<file path="src/rtl/wrsched_pkg.sv">
package wrsched_pkg;

  typedef enum logic [1:0] {
    CMD_NOP = 2'd0,
    CMD_PRE = 2'd1,
    CMD_ACT = 2'd2,
    CMD_WR  = 2'd3
  } cmd_e;

  typedef enum logic [2:0] {
    S_IDLE,
    S_PRE,
    S_WAIT_RP,
    S_ACT,
    S_WAIT_RCD,
    S_WR
  } sched_state_e;

  // spacing in cycles; settings 0 and 1 both mean "next cycle"
  function automatic logic [3:0] gap_of(input logic [3:0] setting);
    return (setting < 4'd2) ? 4'd1 : setting;
  endfunction

endpackage

</file>
<file path="src/rtl/wrsched_rowtrack.sv">
module wrsched_rowtrack #(
  parameter int NBANK  = 4,
  parameter int ROW_W  = 13,
  parameter int BANK_W = 2
) (
  input  logic              clk,
  input  logic              rst_n,
  input  logic [BANK_W-1:0] look_bank,
  input  logic [ROW_W-1:0]  look_row,
  input  logic              upd_close,
  input  logic              upd_open,
  input  logic [BANK_W-1:0] upd_bank,
  input  logic [ROW_W-1:0]  upd_row,
  output logic              bank_open,
  output logic              row_hit
);

  logic [NBANK-1:0] vld;
  logic [ROW_W-1:0] rows [NBANK];

  for (genvar g = 0; g < NBANK; g++) begin : g_bank
    always_ff @(posedge clk) begin
      if (!rst_n) begin
        vld[g]  <= 1'b0;
        rows[g] <= '0;
      end else if (upd_open && upd_bank == BANK_W'(g)) begin
        vld[g]  <= 1'b1;
        rows[g] <= upd_row;
      end else if (upd_close && upd_bank == BANK_W'(g)) begin
        vld[g]  <= 1'b0;
      end
    end
  end

  always_comb begin
    bank_open = vld[look_bank];
    row_hit   = bank_open && (rows[look_bank] == look_row);
  end

endmodule

</file>
<file path="src/rtl/wrsched_gap.sv">
module wrsched_gap #(
  parameter int CNT_W = 4
) (
  input  logic             clk,
  input  logic             rst_n,
  input  logic             load,
  input  logic [CNT_W-1:0] load_val,
  output logic             last
);

  logic [CNT_W-1:0] cnt;

  always_ff @(posedge clk) begin
    if (!rst_n)          cnt <= '0;
    else if (load)       cnt <= load_val;
    else if (cnt != '0)  cnt <= cnt - 1'b1;
  end

  assign last = (cnt <= CNT_W'(1));

endmodule

</file>
<file path="src/rtl/wrsched_fsm.sv">
module wrsched_fsm
  import wrsched_pkg::*;
(
  input  logic         clk,
  input  logic         rst_n,
  input  logic [3:0]   cfg_trp,
  input  logic [3:0]   cfg_trcd,
  input  logic         req_valid,
  input  logic         req_seq,
  input  logic         row_hit,
  input  logic         bank_open,
  input  logic         gap_last,
  output logic         gap_load,
  output logic [3:0]   gap_val,
  output logic         accept,
  output logic         idle,
  output cmd_e         cmd
);

  sched_state_e st, st_nx;
  logic [3:0] rp_gap, rcd_gap;

  assign rp_gap  = gap_of(cfg_trp);
  assign rcd_gap = gap_of(cfg_trcd);
  assign idle    = (st == S_IDLE);
  assign accept  = idle && req_valid;

  always_comb begin
    st_nx    = st;
    gap_load = 1'b0;
    gap_val  = '0;
    cmd      = CMD_NOP;
    unique case (st)
      S_IDLE: begin
        if (req_valid) begin
          if (req_seq && row_hit) st_nx = S_WR;
          else if (bank_open)     st_nx = S_PRE;
          else                    st_nx = S_ACT;
        end
      end
      S_PRE: begin
        cmd      = CMD_PRE;
        gap_load = 1'b1;
        gap_val  = rp_gap - 4'd1;
        st_nx    = (rp_gap == 4'd1) ? S_ACT : S_WAIT_RP;
      end
      S_WAIT_RP: begin
        if (gap_last) st_nx = S_ACT;
      end
      S_ACT: begin
        cmd      = CMD_ACT;
        gap_load = 1'b1;
        gap_val  = rcd_gap - 4'd1;
        st_nx    = (rcd_gap == 4'd1) ? S_WR : S_WAIT_RCD;
      end
      S_WAIT_RCD: begin
        if (gap_last) st_nx = S_WR;
      end
      S_WR: begin
        cmd   = CMD_WR;
        st_nx = S_IDLE;
      end
      default: st_nx = S_IDLE;
    endcase
  end

  always_ff @(posedge clk) begin
    if (!rst_n) st <= S_IDLE;
    else        st <= st_nx;
  end

endmodule

</file>
<file path="src/rtl/wrsched_top.sv">
module wrsched_top
  import wrsched_pkg::*;
#(
  parameter int NBANK = 4,
  parameter int ROW_W = 13,
  parameter int COL_W = 10,
  localparam int BANK_W = $clog2(NBANK)
) (
  input  logic              clk,
  input  logic              rst_n,
  input  logic [3:0]        cfg_trp,
  input  logic [3:0]        cfg_trcd,
  input  logic              req_valid,
  output logic              req_ready,
  input  logic              req_seq,
  input  logic [BANK_W-1:0] req_bank,
  input  logic [ROW_W-1:0]  req_row,
  input  logic [COL_W-1:0]  req_col,
  output logic [1:0]        cmd_code,
  output logic [BANK_W-1:0] cmd_bank,
  output logic [ROW_W-1:0]  cmd_row,
  output logic [COL_W-1:0]  cmd_col
);

  // named internal events, observed by the bound checker
  logic row_hit, bank_open, accept, idle;
  logic ev_pre, ev_act;
  logic gap_load, gap_last;
  logic [3:0] gap_val;
  cmd_e cmd;

  logic [BANK_W-1:0] lat_bank;
  logic [ROW_W-1:0]  lat_row;
  logic [COL_W-1:0]  lat_col;

  always_ff @(posedge clk) begin
    if (!rst_n) begin
      lat_bank <= '0;
      lat_row  <= '0;
      lat_col  <= '0;
    end else if (accept) begin
      lat_bank <= req_bank;
      lat_row  <= req_row;
      lat_col  <= req_col;
    end
  end

  assign ev_pre = (cmd == CMD_PRE);
  assign ev_act = (cmd == CMD_ACT);

  wrsched_rowtrack #(.NBANK(NBANK), .ROW_W(ROW_W), .BANK_W(BANK_W)) track_i (
    .clk       (clk),
    .rst_n     (rst_n),
    .look_bank (req_bank),
    .look_row  (req_row),
    .upd_close (ev_pre),
    .upd_open  (ev_act),
    .upd_bank  (lat_bank),
    .upd_row   (lat_row),
    .bank_open (bank_open),
    .row_hit   (row_hit)
  );

  wrsched_gap #(.CNT_W(4)) gap_i (
    .clk      (clk),
    .rst_n    (rst_n),
    .load     (gap_load),
    .load_val (gap_val),
    .last     (gap_last)
  );

  wrsched_fsm fsm_i (
    .clk       (clk),
    .rst_n     (rst_n),
    .cfg_trp   (cfg_trp),
    .cfg_trcd  (cfg_trcd),
    .req_valid (req_valid),
    .req_seq   (req_seq),
    .row_hit   (row_hit),
    .bank_open (bank_open),
    .gap_last  (gap_last),
    .gap_load  (gap_load),
    .gap_val   (gap_val),
    .accept    (accept),
    .idle      (idle),
    .cmd       (cmd)
  );

  assign req_ready = idle;
  assign cmd_code  = cmd;
  assign cmd_bank  = lat_bank;
  assign cmd_row   = lat_row;
  assign cmd_col   = lat_col;

endmodule

</file>
<file path="config.mk">
export PLATFORM = sky130hd
export DESIGN_NAME = wrsched_top
export DESIGN_NICKNAME = d
export VERILOG_FILES = /design/src/rtl/wrsched_pkg.sv /design/src/rtl/wrsched_rowtrack.sv /design/src/rtl/wrsched_gap.sv /design/src/rtl/wrsched_fsm.sv /design/src/rtl/wrsched_top.sv
export SDC_FILE = /design/constraint.sdc
export NUM_CORES = 1
export LEC_CHECK = 0
export BUFFER_PORTS_ARGS = -buffer_cell sky130_fd_sc_hd__buf_2
export CAP_MARGIN = 0
export CORE_MARGIN = 3
export CORE_UTILIZATION = 48
export CTS_BUF_LIST = sky130_fd_sc_hd__clkbuf_8 sky130_fd_sc_hd__clkbuf_16
export CTS_CLUSTER_DIAMETER = 80
export DETAILED_ROUTE_END_ITERATION = 10
export HOLD_SLACK_MARGIN = 0.03
export PLACE_DENSITY = 0.69
export SLEW_MARGIN = 30
export SYNTH_ARGS = -nofsm -noshare
export SYNTH_HDL_FRONTEND = slang
export SYNTH_SLANG_ARGS = --single-unit
export TNS_END_PERCENT = 30
</file>
<file path="constraint.sdc">
create_clock -name clk -period 3.7 [get_ports clk]
set_input_delay 0.74 -clock clk [delete_from_list [all_inputs] [get_ports clk]]
set_output_delay 0.74 -clock clk [all_outputs]
set_load 0.03 [all_outputs]
</file>
==> impl_metrics.py, run 1 <==
metrics = {
    "global_routing": {
        "grt_usage": 0.193,
        "grt_max_degree": 29,
        "grt_use_met1": 0.264,
        "antenna_found_initial": 0,
        "grt_pass1_wl_um": 14400,
        "grt_util_met3": 0.0446,
        "use_met2": 0.307,
        "overflow": 0,
        "grt_pass1_vias": 2729,
        "grt.busiest_layer": "met2",
    },
    "sta": {
        "slew_viol_final": 0,
        "holdWs_ns": 0.456,
        "max_freq_mhz": 398,
        "worst_pin_slew_ns": 0.967,
        "hold_viol": 0,
        "setup-tns-final_ns": 0,
        "grt_setup_unrepaired": "no",
        "finalSetupViolations": 0,
        "finClkSkew_ns": 0.00924,
        "slew-limit-headroom": 0.353,
        "finalCritPeriodShare": 0.678,
        "fin_crit_ns": 2.51,
    },
    "cells_and_area": {
        "drive_above_1_share": 0.213,
        "area_growth_pct": 13.6,
        "final_util": 0.566,
        "n_antenna_cell": 0,
        "design_area_um2": 4680,
        "num-nets-final": 462,
    },
    "clock_network": {
        "clock_sinks": 88,
        "cts_setup_buffers": 0,
        "cts_hold_buf": 0,
        "cts_root_buffer": "clkbuf_8",
        "clock_path_buffers": 2,
        "tritoncts": "done",
        "clkLatencyLatePin_ns": 0.35,
        "clk_pin_slew_worst_paths_ns": 0.08,
        "postCtsResizedCells": 0,
        "htree_levels": 3,
        "numCtsBuffers": 9,
    },
    "die": {
        "die_x_um": 98.6,
        "die_area_um2": 9730,
        "coreArea_um2": 8260,
        "die_y_um": 98.6,
        "io_pins": 65,
        "start_util": 0.499,
        "rows": 33,
    },
    "setup_path": {
        "cp-start-kind": "flop",
        "worstSetupPathType": "flop to flop",
        "critPathArrivalTime_ns": 2.73,
        "cp.required_ns": 3.92,
        "r2r_cells": 5,
        "cpPeakStageDelay_ns": 0.78,
        "crit_chain": "nand2_1 -> nor2_1 -> nand2_1 -> nor2_1 -> and2_1",
        "cp_slowest_cell": "nor2_1",
        "end_kind": "flop",
        "crit_fanout": 16,
        "r2r-start": "fsm_i.st[1]",
        "crit_start": "fsm_i.st[1]",
    },
    "yosys": {
        "yosys_warnings": 0,
        "yosysUniqueCellTypes": 42,
        "synth_commonest_cells": "nand2_1, and2_1, edfxtp_1",
        "ys_seq_elements": 88,
        "yosys.area.top_type": "edfxtp_1",
        "synth.avg_cell_area_um2": 11.4,
        "async_reset_ff_frac": 0,
        "netlist_area_um2": 4120,
        "synth_area_leaders": "edfxtp_1, dfxtp_1, and2_1, mux4_1, nand2_1",
        "synth_top_area_share": 0.379,
        "synth.most_common_cell": "nand2_1",
        "synth-edff-count": 52,
        "synth_cells": 361,
        "seq_area_frac_synth": 0.554,
        "ys.flop_type": "edfxtp_1",
        "synth_nets": 405,
    },
    "power": {
        "ir_drop_uv": 182,
        "power_frac_clock": 0.265,
        "intPower_mw": 1.65,
        "p_per_area_nw_per_um2": 520,
        "p_leak_nw": 1.91,
        "p_sw_uw": 785,
        "switching_share": 0.323,
        "pwr-share-comb": 0.234,
        "seqPwrFrac": 0.501,
    },
    "placed_design": {
        "placed_area_um2": 4470,
        "dp_hpwl_um": 5790,
        "gp_congestion": 0.817,
        "portBuffers": 64,
    },
    "route": {
        "drc": 0,
        "drtAntennaViolNets": 0,
        "firstDrtPassIters": 4,
        "wire_per_inst_um": 17.2,
        "avgViaCountPerCell": 5.37,
        "vias": 2833,
        "dr.first_iter.drc_count": 107,
        "wl_um": 9100,
    },
    "run": {
        "maxCapViolCount": 0,
    },
    "hold_path": {
        "hold_class": "flop to flop",
        "hold_depth": 2,
        "hp-start": "cmd_col[1]",
    },
    "run_status": {
        "outcome": "finished, final reports clean",
    },
}
-- placed cells by master, fill, tap and decap left out, drive strengths merged, types with 3 or more instances in the layout --
master,n
nor2b,6
a21oi,30
dfxtp,36
clkbuf,9
a211oi,5
nor3,8
mux4,14
or3,3
inv,9
and2,54
buf,65
nor2,11
nand2,59
nor4,3
ha,7
xor2,15
o21ai,6
nand2b,3
edfxtp,52
clkinv,4
-- layer usage --
metal  part of all wire  vias up
met5                  0        -
met3              0.048       13
met1               0.47     1379
met2               0.47       57
li1                   -     1384
met4              0.013        0
-- logic make-up (layout without fill, tap and decap cells) --
family / after synthesis / count (layout) / synth area share
AO/OA/AOI/OAI: 52 / 52 / 0.0735
XOR/XNOR: 17 / 17 / 0.0362
adder cells (fa/ha/maj): 7 / 7 / 0.0213
buffers and inverters: 27 / 89 / 0.0337
flip-flops: 88 / 88 / 0.554
multiplexers: 15 / 15 / 0.0872
AND/OR/NAND/NOR: 155 / 155 / 0.194
-- path summary, 6_finish.rpt --
check	endpoint	slack, ns
worst max-delay path	track_i.rows[2][2]	1.19
worst min-delay path	cmd_col[1]	0.46
worst max register to register	track_i.rows[2][2]	1.19
worst min register to register	cmd_col[1]	0.46
-- per-stage QoR --
step                      instances  total power [mW]  setup slack, ns
after CTS                       528              2.45             1.27
after floorplan                 361              1.64             1.61
after global routing            528              2.57            0.876
after global placement          512              1.79             1.17
final                           528              2.43             1.19
after detailed placement        512              1.81             1.07
-- power by group through the flow --
stage / registers (mW) / logic (mW) / clock network, mW
after floorplan: 1.27 / 0.371 / 0
after global placement: 1.23 / 0.562 / 0
after detailed placement: 1.24 / 0.572 / 0
after CTS: 1.21 / 0.575 / 0.656
after global routing: 1.23 / 0.627 / 0.704
final: 1.22 / 0.569 / 0.644
-- worst max-delay path, delay by kind of cell (launching register included) --
| kind | cells | cell delay [ns] |
|---|---|---|
| flip-flops | 1 | 0.66 |
| AND/OR/NAND/NOR | 5 | 1.72 |
-- layout make-up --
class                           instances  area, um2
Clock buffer                            9        124
Clock inverter                          7       63.8
Fill cell                             708       3580
Inverter                                8       30.0
Multi-Input combinational cell        246       1720
Sequential cell                        88       2280
Tap cell                              105        131
Timing Repair Buffer                   65        328
-- registers in the layout (all words and copies together), names as in the netlist --
register,count
track_i.rows,52
cmd_row,13
cmd_col,10
gap_i.cnt,4
track_i.vld,4
fsm_i.st,3
cmd_bank,2
(Power assumes the default switching activity.)
==> inputs of run 2 (changes only) <==
- ABC_AREA: default -> 1
- clock period: 3.7 -> 2.6 ns (I/O delays scaled with it)
==> impl_metrics.py, run 2 <==
metrics = {
    "run_status": {
        "outcome": "finished, final reports clean",
    },
    "sta": {
        "setup-tns-final_ns": 0,
        "slew_viol_final": 0,
        "finalSetupViolations": 0,
        "hold_viol": 0,
        "worst_pin_slew_ns": 0.527,
        "max_freq_mhz": 491,
        "finalCritPeriodShare": 0.784,
        "finClkSkew_ns": 0.0140,
        "fin_crit_ns": 2.04,
        "grt_setup_unrepaired": "no",
        "slew-limit-headroom": 0.648,
    },
    "cells_and_area": {
        "num-nets-final": 598,
        "multi_input_area_um2": 1650,
        "n_antenna_cell": 0,
        "largest_register": "track_i.rows",
        "largest_reg_flops": 52,
        "final.fill_count": 770,
        "drive_above_1_share": 0.184,
        "final_cell_mix": "nand2_1, nor2_1, buf_2",
        "register_area_um2": 2280,
        "area_growth_pct": 13.5,
        "layout_commonest_cell": "nand2_1",
        "stdcell_count": 664,
    },
    "route": {
        "avgViaCountPerCell": 5.36,
        "vias": 3561,
        "wire_per_inst_um": 15.2,
        "dr.first_iter.drc_count": 192,
        "drc": 0,
        "firstDrtPassIters": 5,
        "drtAntennaViolNets": 0,
        "wl_um": 10100,
    },
    "power": {
        "p_sw_mw": 1.55,
        "ir_drop_uv": 507,
        "pwr-share-comb": 0.335,
        "intPower_mw": 2.41,
        "p_leak_nw": 2.03,
        "switching_share": 0.392,
        "seqPwrFrac": 0.452,
        "p_per_area_nw_per_um2": 830,
        "power_frac_clock": 0.213,
    },
    "die": {
        "rows": 33,
        "io_pins": 65,
        "die_y_um": 99.5,
        "start_util": 0.503,
        "coreArea_um2": 8340,
        "die_area_um2": 9900,
        "die_x_um": 99.5,
    },
    "global_routing": {
        "grt_usage": 0.211,
        "overflow": 0,
        "antenna_found_initial": 0,
        "grt_pass1_vias": 3474,
        "grt_max_degree": 30,
        "grt_pass1_wl_um": 16500,
    },
    "setup_path": {
        "crit_chain": "nor2_1 -> nand2_1 -> inv_2 -> buf_2",
        "cp_slowest_cell": "dfxtp_1",
        "end_kind": "primary output",
        "r2r-start": "fsm_i.st[0]",
        "cpPeakStageDelay_ns": 0.38,
        "worstSetupPathType": "flop to primary output",
        "cp-start-kind": "flop",
        "path_buf_inv": 2,
        "crit_start": "fsm_i.st[1]",
        "critPathArrivalTime_ns": 1.52,
        "cp.required_ns": 2.08,
        "r2r_cells": 6,
        "reg2reg_slack_ns": 0.80,
        "path_delay_family": "buffers and inverters",
        "rr_endpoint": "track_i.rows[3][12]",
        "crit_fanout": 12,
    },
    "yosys": {
        "synth_area_leaders": "edfxtp_1, dfxtp_1, nand2_1, nand3_1, nor2_1",
        "netlist_area_um2": 4200,
        "yosysUniqueCellTypes": 35,
        "ys.flop_type": "edfxtp_1",
        "synth.avg_cell_area_um2": 8.55,
        "synth_top_area_share": 0.372,
        "synth_commonest_cells": "nand2_1, nor2_1, nand3_1",
        "async_reset_ff_frac": 0,
        "seq_area_frac_synth": 0.544,
        "synth-edff-count": 52,
        "yosys.area.top_type": "edfxtp_1",
        "synth_nets": 535,
        "synth.most_common_cell": "nand2_1",
        "ys_seq_elements": 88,
        "yosys_warnings": 0,
        "synth_cells": 491,
    },
    "clock_network": {
        "cts_setup_buffers": 0,
        "clkLatencyLatePin_ns": 0.37,
        "cts_root_buffer": "clkbuf_8",
        "clock_sinks": 88,
        "cts_hold_buf": 0,
        "postCtsResizedCells": 0,
        "clock_path_buffers": 2,
        "tritoncts": "done",
        "clk_pin_slew_worst_paths_ns": 0.09,
        "htree_levels": 3,
        "numCtsBuffers": 9,
    },
    "placed_design": {
        "portBuffers": 64,
        "gp_congestion": 0.836,
        "dp_hpwl_um": 7090,
        "dp.cells": 648,
    },
    "run": {
        "maxCapViolCount": 0,
    },
    "hold_path": {
        "hp-start": "req_col[1]",
        "hold_end": "cmd_col[1]",
        "hold_class": "primary input to flop",
        "hold_depth": 3,
    },
}
==> run 2: cell count changes in the layout (fill, tap and decap cells not counted), moves of 10 or more <==
cell,delta
nand2_1,+66
nor2_1,+61
and2_1,-53
nand3_1,+52
inv_1,+24
xor2_1,-14
o21ai_0,+13
nand3b_1,+10
==> run 2: metal layers <==
layer	track usage	part of all wire	up-vias
li1	-	-	1761
met1	0.286	0.44	1650
met2	0.342	0.48	131
met3	0.0365	0.064	19
met4	0.0735	0.020	0
met5	0	0	-
==> run 2: per-stage QoR <==
| step | instance area [um2] | setup slack (ns) | power (mW) | hold slack (ns) | util |
|---|---|---|---|---|---|
| final | 4760 | 0.562 | 3.95 | 0.423 | 0.571 |
| after global routing | 4760 | 0.423 | 4.21 | 0.433 | 0.571 |
| after CTS | 4760 | 0.545 | 3.98 | 0.414 | 0.571 |
| after detailed placement | 4590 | 0.621 | 3.15 | 0.452 | 0.550 |
| after global placement | 4590 | 0.643 | 3.12 | 0.446 | 0.550 |
| after floorplan | 4200 | 0.463 | 2.76 | 0.448 | - |
==> run 2: cells by family (layout without fill, tap and decap cells) <==
kind of cell | count (synthesis) | count (layout) | share of synthesized area
buffers and inverters | 58 | 126 | 0.0638
AOI/OAI and AO/OA | 65 | 65 | 0.0844
xor gates and xnor gates | 3 | 3 | 0.00626
and+or+nand+nor | 270 | 270 | 0.281
adders and majority gates | 7 | 7 | 0.0209
DFF | 88 | 88 | 0.544
==> run 2: worst max path at each step <==
stage	slack [ns]	depth (start not counted)	end
floorplan	0.46	3	track_i.rows[2][0]
global route	0.42	4	req_ready
finish	0.56	4	req_ready
CTS	0.55	4	req_ready
global placement	0.64	12	fsm_i.st[2]
detailed placement	0.62	12	fsm_i.st[2]
==> run 2: worst reg2reg max path, stage by stage (launching register included) <==
cell	delay [ns]
dfxtp_1	0.36
inv_1	0.10
nor2_4	0.21
nand2_2	0.13
inv_2	0.17
nand4_2	0.43
nor2_1	0.23
==> run 2: power by group through the flow <==
| stage | logic (mW) | registers, mW | clock network [mW] |
|---|---|---|---|
| 5_1_grt | 1.49 | 1.81 | 0.904 |
| 2_1_floorplan | 0.744 | 2.02 | 0 |
| 6_report | 1.32 | 1.79 | 0.842 |
| 3_3_place_gp | 1.30 | 1.81 | 0 |
| 4_1_cts | 1.33 | 1.79 | 0.862 |
| 3_5_place_dp | 1.33 | 1.82 | 0 |
==> run 2: layout make-up <==
cell class / instances / area share
clock inverter: 7 / 0.00998
sequential: 88 / 0.479
inverter: 36 / 0.0284
multi-input combinational: 345 / 0.346
timing repair buffer: 74 / 0.0830
clock buffer: 9 / 0.0260
tap: 105 / 0.0276
